[config.mk]
export PLATFORM = sky130hd
export DESIGN_NAME = tcnt_edge_sel
export DESIGN_NICKNAME = d
export VERILOG_FILES = /design/src/rtl/tes_pkg.sv /design/src/rtl/tes_ctl_reg.sv /design/src/rtl/tes_edge_det.sv /design/src/rtl/tcnt_edge_sel.sv
export SDC_FILE = /design/constraint.sdc
export NUM_CORES = 1
export LEC_CHECK = 0
export CAP_MARGIN = 20
export CORE_MARGIN = 5
export CORE_UTILIZATION = 37
export CTS_BUF_LIST = sky130_fd_sc_hd__clkbuf_16
export DETAILED_ROUTE_END_ITERATION = 12
export PLACE_DENSITY = 0.75
export SLEW_MARGIN = 20
export SYNTH_ARGS = -nofsm -noshare
export SYNTH_HDL_FRONTEND = slang
export SYNTH_SLANG_ARGS = --single-unit
[constraint.sdc]
create_clock -name clk -period 1.9 [get_ports clk]
set_clock_uncertainty 0.1 [all_clocks]
set_input_delay 0.19 -clock clk [delete_from_list [all_inputs] [get_ports clk]]
set_output_delay 0.19 -clock clk [all_outputs]
set_load 0.005 [all_outputs]
[src/rtl/tes_pkg.sv]
package tes_pkg;

  localparam int CTL_W    = 8;
  localparam int CLR_LSB  = 5;
  localparam int CLR_W    = 3;
  localparam int EDGE_LSB = 3;
  localparam int EDGE_W   = 2;
  localparam int PSC_LSB  = 0;
  localparam int PSC_W    = 3;

  typedef logic [EDGE_W-1:0] edge_code_t;

  localparam edge_code_t EDGE_RISE = 2'b00;
  localparam edge_code_t EDGE_FALL = 2'b01;

  // Edge field is honoured only for sources that are not forced to rising.
  function automatic logic edge_honored(input logic undiv, input logic cascade,
                                        input logic div4plus, input logic external);
    return !undiv && !cascade && (div4plus || external);
  endfunction

  // Code actually applied to the detector.
  function automatic edge_code_t eff_code(input logic honored, input edge_code_t code);
    return honored ? code : EDGE_RISE;
  endfunction

  // Qualifying transition for a given code; upper bit set means both directions.
  function automatic logic edge_hit(input edge_code_t code, input logic rise, input logic fall);
    if (code[1]) return rise | fall;
    else if (code[0]) return fall;
    else return rise;
  endfunction

endpackage

[src/rtl/tes_ctl_reg.sv]
module tes_ctl_reg
  import tes_pkg::*;
#(
  parameter int W = CTL_W
) (
  input  logic             clk,
  input  logic             rst_n,
  input  logic             wr_en,
  input  logic [W-1:0]     wr_data,
  input  logic             run_en,
  output logic [W-1:0]     ctl_q,
  output edge_code_t       applied_edge
);

  always_ff @(posedge clk or negedge rst_n) begin
    if (!rst_n) ctl_q <= '0;
    else if (wr_en) ctl_q <= wr_data;
  end

  // Edge setting follows the register only while stopped.
  always_ff @(posedge clk or negedge rst_n) begin
    if (!rst_n) applied_edge <= EDGE_RISE;
    else if (!run_en) applied_edge <= ctl_q[EDGE_LSB +: EDGE_W];
  end

endmodule

[src/rtl/tes_edge_det.sv]
module tes_edge_det #(
  parameter int SYNC_STAGES = 2
) (
  input  logic clk,
  input  logic rst_n,
  input  logic src_in,
  input  logic src_external,
  output logic rise_evt,
  output logic fall_evt
);

  logic [SYNC_STAGES-1:0] sync_q;
  logic                   level;
  logic                   prev_q;

  genvar gi;
  generate
    for (gi = 0; gi < SYNC_STAGES; gi++) begin : g_sync
      if (gi == 0) begin : g_first
        always_ff @(posedge clk or negedge rst_n) begin
          if (!rst_n) sync_q[0] <= 1'b0;
          else sync_q[0] <= src_in;
        end
      end else begin : g_next
        always_ff @(posedge clk or negedge rst_n) begin
          if (!rst_n) sync_q[gi] <= 1'b0;
          else sync_q[gi] <= sync_q[gi-1];
        end
      end
    end
  endgenerate

  assign level = src_external ? sync_q[SYNC_STAGES-1] : src_in;

  always_ff @(posedge clk or negedge rst_n) begin
    if (!rst_n) prev_q <= 1'b0;
    else prev_q <= level;
  end

  assign rise_evt = level & ~prev_q;
  assign fall_evt = ~level & prev_q;

endmodule

[src/rtl/tcnt_edge_sel.sv]
module tcnt_edge_sel
  import tes_pkg::*;
#(
  parameter int SYNC_STAGES = 2
) (
  input  logic                clk,
  input  logic                rst_n,
  input  logic                ctl_wr_en,
  input  logic [CTL_W-1:0]    ctl_wr_data,
  output logic [CTL_W-1:0]    ctl_rd_data,
  input  logic                run_en,
  input  logic                src_in,
  input  logic                src_external,
  input  logic                src_undiv,
  input  logic                src_cascade,
  input  logic                src_div4plus,
  input  logic                phase_mode,
  output logic                cnt_en,
  output logic [CLR_W-1:0]    clr_sel,
  output logic [EDGE_W-1:0]   edge_sel,
  output logic [PSC_W-1:0]    psc_sel
);

  logic [CTL_W-1:0] ctl_q;
  edge_code_t       applied_edge;
  edge_code_t       active_code;
  logic             honor;
  logic             rise_evt;
  logic             fall_evt;
  logic             hit;
  logic             cnt_en_q;

  tes_ctl_reg #(.W(CTL_W)) u_reg (
    .clk          (clk),
    .rst_n        (rst_n),
    .wr_en        (ctl_wr_en),
    .wr_data      (ctl_wr_data),
    .run_en       (run_en),
    .ctl_q        (ctl_q),
    .applied_edge (applied_edge)
  );

  tes_edge_det #(.SYNC_STAGES(SYNC_STAGES)) u_det (
    .clk          (clk),
    .rst_n        (rst_n),
    .src_in       (src_in),
    .src_external (src_external),
    .rise_evt     (rise_evt),
    .fall_evt     (fall_evt)
  );

  assign honor       = edge_honored(src_undiv, src_cascade, src_div4plus, src_external);
  assign active_code = eff_code(honor, applied_edge);
  assign hit         = edge_hit(active_code, rise_evt, fall_evt);

  always_ff @(posedge clk or negedge rst_n) begin
    if (!rst_n) cnt_en_q <= 1'b0;
    else cnt_en_q <= run_en && !phase_mode && hit;
  end

  assign cnt_en      = cnt_en_q;
  assign ctl_rd_data = ctl_q;
  assign clr_sel     = ctl_q[CLR_LSB  +: CLR_W];
  assign edge_sel    = ctl_q[EDGE_LSB +: EDGE_W];
  assign psc_sel     = ctl_q[PSC_LSB  +: PSC_W];

endmodule

==> results by group, run 1 <==
Placed design
  • I/O Buffers: 34
  • DP HPWL: 1.007 mm
  • Placer congestion estimate: roughly 0.73
  • Cell Count Post-Placement: 88
  • DP Area: 933.4 sq um
  • Dpl ws: -0.1474 ns

STA
  • Final period utilization: 94.24%
  • Setup Total Neg Slack: 0 ns
  • Final Max Tran Viols: 0
  • Hold Vio Cnt, Final: 0
  • Max-slew headroom: 58.51%
  • Peak Freq: 558.5 MHz
  • Final Setup Violations: 0
  • Setup WS post-layout: 0.1095 ns
  • Final Critical Period: roughly 1.8 ns
  • Worst-margin pin slew: between 0.6 and 0.7 ns
  • RSZ-0062 raised after global routing: no

Worst setup path
  • CP endpoint kind: flop
  • Critical register-to-register path endpoint: cnt_en
  • Critical path arrival: 1.86 ns
  • Worst setup SP type: primary input
  • Cell count of the worst reg-to-reg path: 5
  • Crit path required time: about 2.0 ns
  • Reg2Reg Launch Point: u_det.sync_q[1]
  • Reg2reg setup slack: 0.26 ns
  • Crit-path max FO: 2
  • Worst setup path class: primary input to flop

Logic synthesis
  • Synthesized area: 636.9 sq um
  • Mapped Cells: between 40 and 50
  • Register area share after synthesis: 55.01%
  • Yosys reg bits: 14
  • Count of cell types in the netlist: 13
  • Average size of a mapped cell: approximately 14 sq um
  • Synthesized net count: between 60 and 70
  • Synth warn: 0
  • Yosys top cell area share: 55.01%
  • Largest cells by area after synthesis: dfrtp_1 (55%), mux2_2 (18%), buf_4 (9.4%), ha_1 (3.9%), nand3b_4 (3.1%)
  • Area leader, netlist: dfrtp_1

Floorplan
  • Die Y: 51.49 um
  • Starting density of the core: 37.70%
  • # IOs: 35
  • Die area: 2651 sq um
  • Row count: 15
  • Die W: 51.49 um
  • Core box area: about 1700 sq um

Global routing
  • GRT met3 Usage: 4.665%
  • Met1 usage: between 10 and 15%
  • Most used routing layer: met2
  • First-pass GRT wire length: 2.214 mm
  • GRT Resource Usage Total: 11.54%
  • Initial antenna violation count: 0
  • Met2 usage: 19.07%
  • Number of global-route vias before repair: 515
  • Total grt overflow: 0
  • Largest net degree at the start of global routing: 15

Final layout
  • Multi-input gate area: ~210 sq um
  • Final net count: 96
  • Post-Layout Cell Count: between 90 and 100
  • Share of cells above drive strength 1: 18.67%
  • Filler cells: 153
  • Final Util: about three fifths
  • Area grow syn2layout: 58.94%
  • FF/Latch Area: 350.3 sq um
  • Ant diodes: 0
  • Design area: 1012 sq um

Power
  • Pwr/cell area: 900.6 nW/um^2
  • Leak: 0.4381 nW
  • Peak VDD IR: between 500 and 600 uV

Detailed routing
  • Routed vias: between 400 and 500
  • Number of vias per cell: 4.967
  • DRC: 0
  • Pre-Repair DR Iteration Count: 2
  • Antenna-violating nets left: 0
  • Avg WL per Cell: 14.53 um
  • Final wirelength: 1.337 mm
  • Drt initial violations: 1

Clock tree
  • Max Root-Sink Buffers: 2
  • CTS tree: built
  • Clk_lat worst skew: 0.24 ns
  • Total clock sinks: 14
  • Total setup buffers inserted after CTS: 0
  • Post-CTS Resized: 0
  • Hold bufs inserted after CTS: 0
  • Total CTS buffers: 3
  • Clk slew on worst S/H paths: about 0.040 ns
  • CTS root buf: clkbuf_16
  • H-tree levels: 1

Run status
  • Status: finished, final reports clean

Min path
  • HP Class: primary input to asynchronous set/reset pin

Job
  • Max_cap viols: 0
-- sequential cells by signal, indices dropped and copies added (netlist names) --
signal / count
cnt_en: 1
u_reg.applied_edge: 2
u_det.prev_q: 1
u_det.sync_q: 2
u_reg.ctl_q: 8
-- kinds of logic after synthesis --
family          Yosys count  synth area share [%]
flops                    14                 55.01
buf+inv                  11                 11.39
simple gates              4                 5.697
fa+ha+maj                 2                 3.929
compound gates            4                 4.715
mux                      11                 19.25
-- final cells by class --
| type | instances | area share, % |
|---|---|---|
| inverter | 2 | 0.7417 |
| tap | 17 | 2.101 |
| clock buffer | 3 | 7.417 |
| clock inverter | 1 | 0.3708 |
| sequential | 14 | 34.61 |
| timing repair buffer | 34 | 33.62 |
| multi-input combinational | 21 | 21.14 |
-- metrics by stage --
stage               hold slack, ns  power [W]
global placement            0.2370  0.0005206
detailed placement          0.2358  0.0005244
floorplan                  -0.2056  0.0004260
global route                0.2482  0.0009510
finish                      0.2400  0.0009116
CTS                         0.2461  0.0009241
-- worst max-delay path, stage by stage --
cell,delay [ns]
clkdlybuf4s50_1,0.50
mux2i_1,0.24
ha_1,0.27
nand2b_1,0.15
a2111o_1,0.36
a21oi_1,0.14
-- worst max-delay path by stage --
stage,start,slack [ns],endpoint,depth (start not counted)
floorplan,u_det.sync_q[1],0.36,cnt_en,5
detailed placement,src_external,-0.15,cnt_en,6
finish,src_external,0.11,cnt_en,6
global placement,src_external,-0.08,cnt_en,6
CTS,src_external,0.1,cnt_en,6
global route,src_external,0.01,cnt_en,6
-- cell usage after synthesis --
library cell and number:
a2111o_1 1, a21oi_1 2, buf_2 1, buf_4 8, dfrtp_1 14, ha_1 2
inv_1 2, mux2_2 10, mux2i_1 1, nand2b_1 2, nand3b_4 1, nor2_1 1
o41ai_1 1
-- where the power goes --
| part | switching, W | internal (W) |
|---|---|---|
| sequential | 0.0000232 | 0.000327 |
| clock | 0.000115 | 0.000278 |
| combinational | 0.0000475 | 0.000121 |
-- layer usage --
metal  up-vias  wire length (um)
li1        212                 -
met1       214               570
met2        29               596
met3         2               153
met4         0                17
met5         -                 0
-- placed cells by master (no fill, tap or decap) --
master           Yosys  final
clkdlybuf4s50_1      0     34
dfrtp_1             14     14
mux2i_1              1      1
clkinv_1             0      1
o41ai_1              1      1
nand2b_1             2      2
ha_1                 2      2
inv_1                2      2
a21oi_1              2      2
a2111o_1             1      1
nand3b_4             1      1
mux2_2              10     10
clkbuf_16            0      3
nor2_1               1      1
(Power assumes the default switching activity.)
==> run 2, diff against run 1 <==
--- a/config.mk
+++ b/config.mk
@@ -5,7 +5,7 @@
 export SDC_FILE = /design/constraint.sdc
 export NUM_CORES = 1
 export LEC_CHECK = 0
-export CAP_MARGIN = 20
+export CAP_MARGIN = 10
 export CORE_MARGIN = 5
 export CORE_UTILIZATION = 37
 export CTS_BUF_LIST = sky130_fd_sc_hd__clkbuf_16
==> results of run 2 <==
The final DEF is identical to that of run 1; final timing and power are the same.
==> run 3, diff against run 2 <==
--- a/config.mk
+++ b/config.mk
@@ -7,10 +7,10 @@
 export LEC_CHECK = 0
 export CAP_MARGIN = 10
 export CORE_MARGIN = 5
-export CORE_UTILIZATION = 37
+export CORE_UTILIZATION = 40
 export CTS_BUF_LIST = sky130_fd_sc_hd__clkbuf_16
 export DETAILED_ROUTE_END_ITERATION = 12
-export PLACE_DENSITY = 0.75
+export PLACE_DENSITY = 0.81
 export SLEW_MARGIN = 20
 export SYNTH_ARGS = -nofsm -noshare
 export SYNTH_HDL_FRONTEND = slang
==> constraint.sdc (replaced) <==
create_clock -name clk -period 2.2 [get_ports clk]
set_clock_uncertainty 0.1 [all_clocks]
set_input_delay 0.22 -clock clk [delete_from_list [all_inputs] [get_ports clk]]
set_output_delay 0.22 -clock clk [all_outputs]
set_load 0.005 [all_outputs]
==> run 3 against run 2 <==
Net effect: clock power shrank 14%; critical path type unchanged; combinational power fell by 14%; global-route usage is 1.3 points higher; utilization is 7.2 points higher; design area is 0.12% lower; wire length grew 1.4%; sequential cell count is the same; via count down 0.66%; count of clock-buffer cells in the layout did not move.
==> results by group, run 3 (synthesis results as in run 1) <==
Final layout
  • Ant diodes: 0 (unchanged)
  • Share of cells above drive strength 1: 18.67% (unchanged)
  • Biggest regs: u_reg.ctl_q (8), u_det.sync_q (2), u_reg.applied_edge (2) (unchanged)
  • Filler cells: 113 (was 153)
  • Most flop-heavy register: u_reg.ctl_q (unchanged)
  • Final net count: 96 (unchanged)
  • Post-Layout Cell Count: 91 (was 92)
  • Most common cell after layout, fill and taps aside: clkdlybuf4s50_1 (unchanged)
  • Most frequent cells in the layout: clkdlybuf4s50_1 (34), dfrtp_1 (14), mux2_2 (10) (unchanged)
  • Area grow syn2layout: 58.74% (was 58.94%)
  • Max FFs per register: 8 (unchanged)

STA
  • Final Setup Violations: 0 (unchanged)
  • Setup Total Neg Slack: 0 ns (unchanged)
  • Hold Vio Cnt, Final: 0 (unchanged)
  • Max-slew headroom: 59.56% (was 58.51%)
  • Worst-margin pin slew: 0.6047 ns (was 0.6205 ns)
  • RSZ-0062 raised after global routing: no (unchanged)
  • Final period utilization: 82.19%
  • Hold_ws: 0.2590 ns (was 0.2400 ns)
  • Setup WS post-layout: 0.3919 ns (was 0.1095 ns)
  • Final Critical Period: around 1.8 ns
  • Peak Freq: 553.1 MHz
  • Final Max Tran Viols: 0 (unchanged)

Clock tree
  • Max Root-Sink Buffers: 2 (unchanged)
  • Clk_lat worst skew: 0.24 ns (about the same)
  • Total clock sinks: 14 (unchanged)
  • Total setup buffers inserted after CTS: 0 (unchanged)
  • Hold bufs inserted after CTS: 0 (unchanged)
  • Clk slew on worst S/H paths: 0.05 ns (was 0.04 ns)
  • Post-CTS Resized: 0 (unchanged)
  • H-tree levels: 1 (unchanged)
  • CTS root buf: clkbuf_16 (unchanged)
  • CTS tree: built (unchanged)
  • Total CTS buffers: 3 (unchanged)

Power
  • Pwr/cell area: 776.6 nW/um^2 (was 900.6 nW/um^2)
  • Peak VDD IR: 582.8 uV (was 555.5 uV)
  • Leak: 0.4381 nW (unchanged)

Global routing
  • First-pass GRT wire length: 2.380 mm (was 2.214 mm)
  • Number of global-route vias before repair: 480 (was 515)
  • Initial antenna violation count: 0 (unchanged)
  • GRT Resource Usage Total: 12.86% (was 11.54%)
  • Total grt overflow: 0 (unchanged)
  • Largest net degree at the start of global routing: 15 (unchanged)

Floorplan
  • Die Y: 49.90 um (was 51.49 um)
  • Die area: 2490 sq um (was 2651 sq um)
  • Row count: 14 (was 15)
  • Die W: 49.90 um (was 51.49 um)
  • Core box area: 1506 sq um (was 1689 sq um)
  • # IOs: 35 (unchanged)
  • Starting density of the core: 42.28% (was 37.70%)

Worst setup path
  • CP endpoint kind: flop (unchanged)
  • Reg2Reg Launch Point: u_det.sync_q[1] (unchanged)
  • Crit-path max FO: 2 (unchanged)
  • Critical register-to-register path endpoint: cnt_en (unchanged)
  • Worst setup path class: primary input to flop (unchanged)
  • Cell count of the worst reg-to-reg path: 5 (unchanged)
  • Crit path required time: 2.27 ns (was 1.96 ns)
  • Critical path arrival: 1.87 ns (was 1.86 ns)
  • Reg2reg setup slack: 0.57 ns (was 0.26 ns)
  • Worst setup SP type: primary input (unchanged)

Detailed routing
  • Final wirelength: 1.356 mm (was 1.337 mm)
  • Routed vias: 454 (was 457)
  • Pre-Repair DR Iteration Count: 3 (was 2)
  • DRC: 0 (unchanged)
  • Number of vias per cell: 4.989 (was 4.967)
  • Avg WL per Cell: 14.90 um (was 14.53 um)
  • Drt initial violations: 3 (was 1)
  • Antenna-violating nets left: 0 (unchanged)

Min path
  • HP Class: primary input to asynchronous set/reset pin (unchanged)

Placed design
  • DP HPWL: 1.074 mm (was 1.007 mm)
  • Placer congestion estimate: 0.6841 (was 0.7286)
  • I/O Buffers: 34 (unchanged)
  • Dpl ws: 0.1341 ns (was -0.1474 ns)
  • Cell Count Post-Placement: 87 (was 88)

Job
  • Max_cap viols: 0 (unchanged)

Run status
  • Status: finished, final reports clean (unchanged)
==> run 3: routing by layer <==
layer  global-route usage, %  vias to the layer above  part of all wire (%)
met5                       0                        -                     0
met4                   6.550                        0                   2.1
met3                   6.928                        2                   9.4
met2                   19.92                       22                    47
met1                   14.02                      218                    41
li1                        -                      212                     -
==> run 3: worst max-delay path by stage <==
stage               startpoint  endpoint  cells after the start
3_5_place_dp      src_external    cnt_en                      6
2_1_floorplan  u_det.sync_q[1]    cnt_en                      5
4_1_cts           src_external    cnt_en                      6
3_3_place_gp      src_external    cnt_en                      6
5_1_grt           src_external    cnt_en                      6
6_report          src_external    cnt_en                      6
==> run 3: metrics by stage <==
stage | cell area, sq um | power (W) | util (%)
floorplan | 636.9 | 0.0003679 | -
global placement | 932.1 | 0.0004495 | 61.88
detailed placement | 932.1 | 0.0004535 | 61.88
CTS | 1011 | 0.0007963 | 67.11
global route | 1011 | 0.0008244 | 67.11
finish | 1011 | 0.0007852 | 67.11
==> run 3: critical path: stages <==
cell and delay, ns:
clkdlybuf4s50_1 0.50, mux2i_1 0.25, ha_1 0.27, nand2b_1 0.14, a2111o_1 0.35, a21oi_1 0.14
==> run 3: report_power, final <==
group	switching, W	total [W]	internal, W
Clock	0.0000983	0.000338	0.000240
Combinational	0.0000407	0.000145	0.000104
Sequential	0.0000195	0.000302	0.000283
Total	0.000159	0.000785	0.000627
==> run 3: layout make-up <==
class,count,area (sq um),share of cell area (%)
Sequential cell,14,350.3,34.65
Tap cell,16,20.02,1.980
Multi-Input combinational cell,21,214.0,21.16
Clock inverter,1,3.754,0.3713
Timing Repair Buffer,34,340.3,33.66
Inverter,2,7.507,0.7426
Clock buffer,3,75.07,7.426
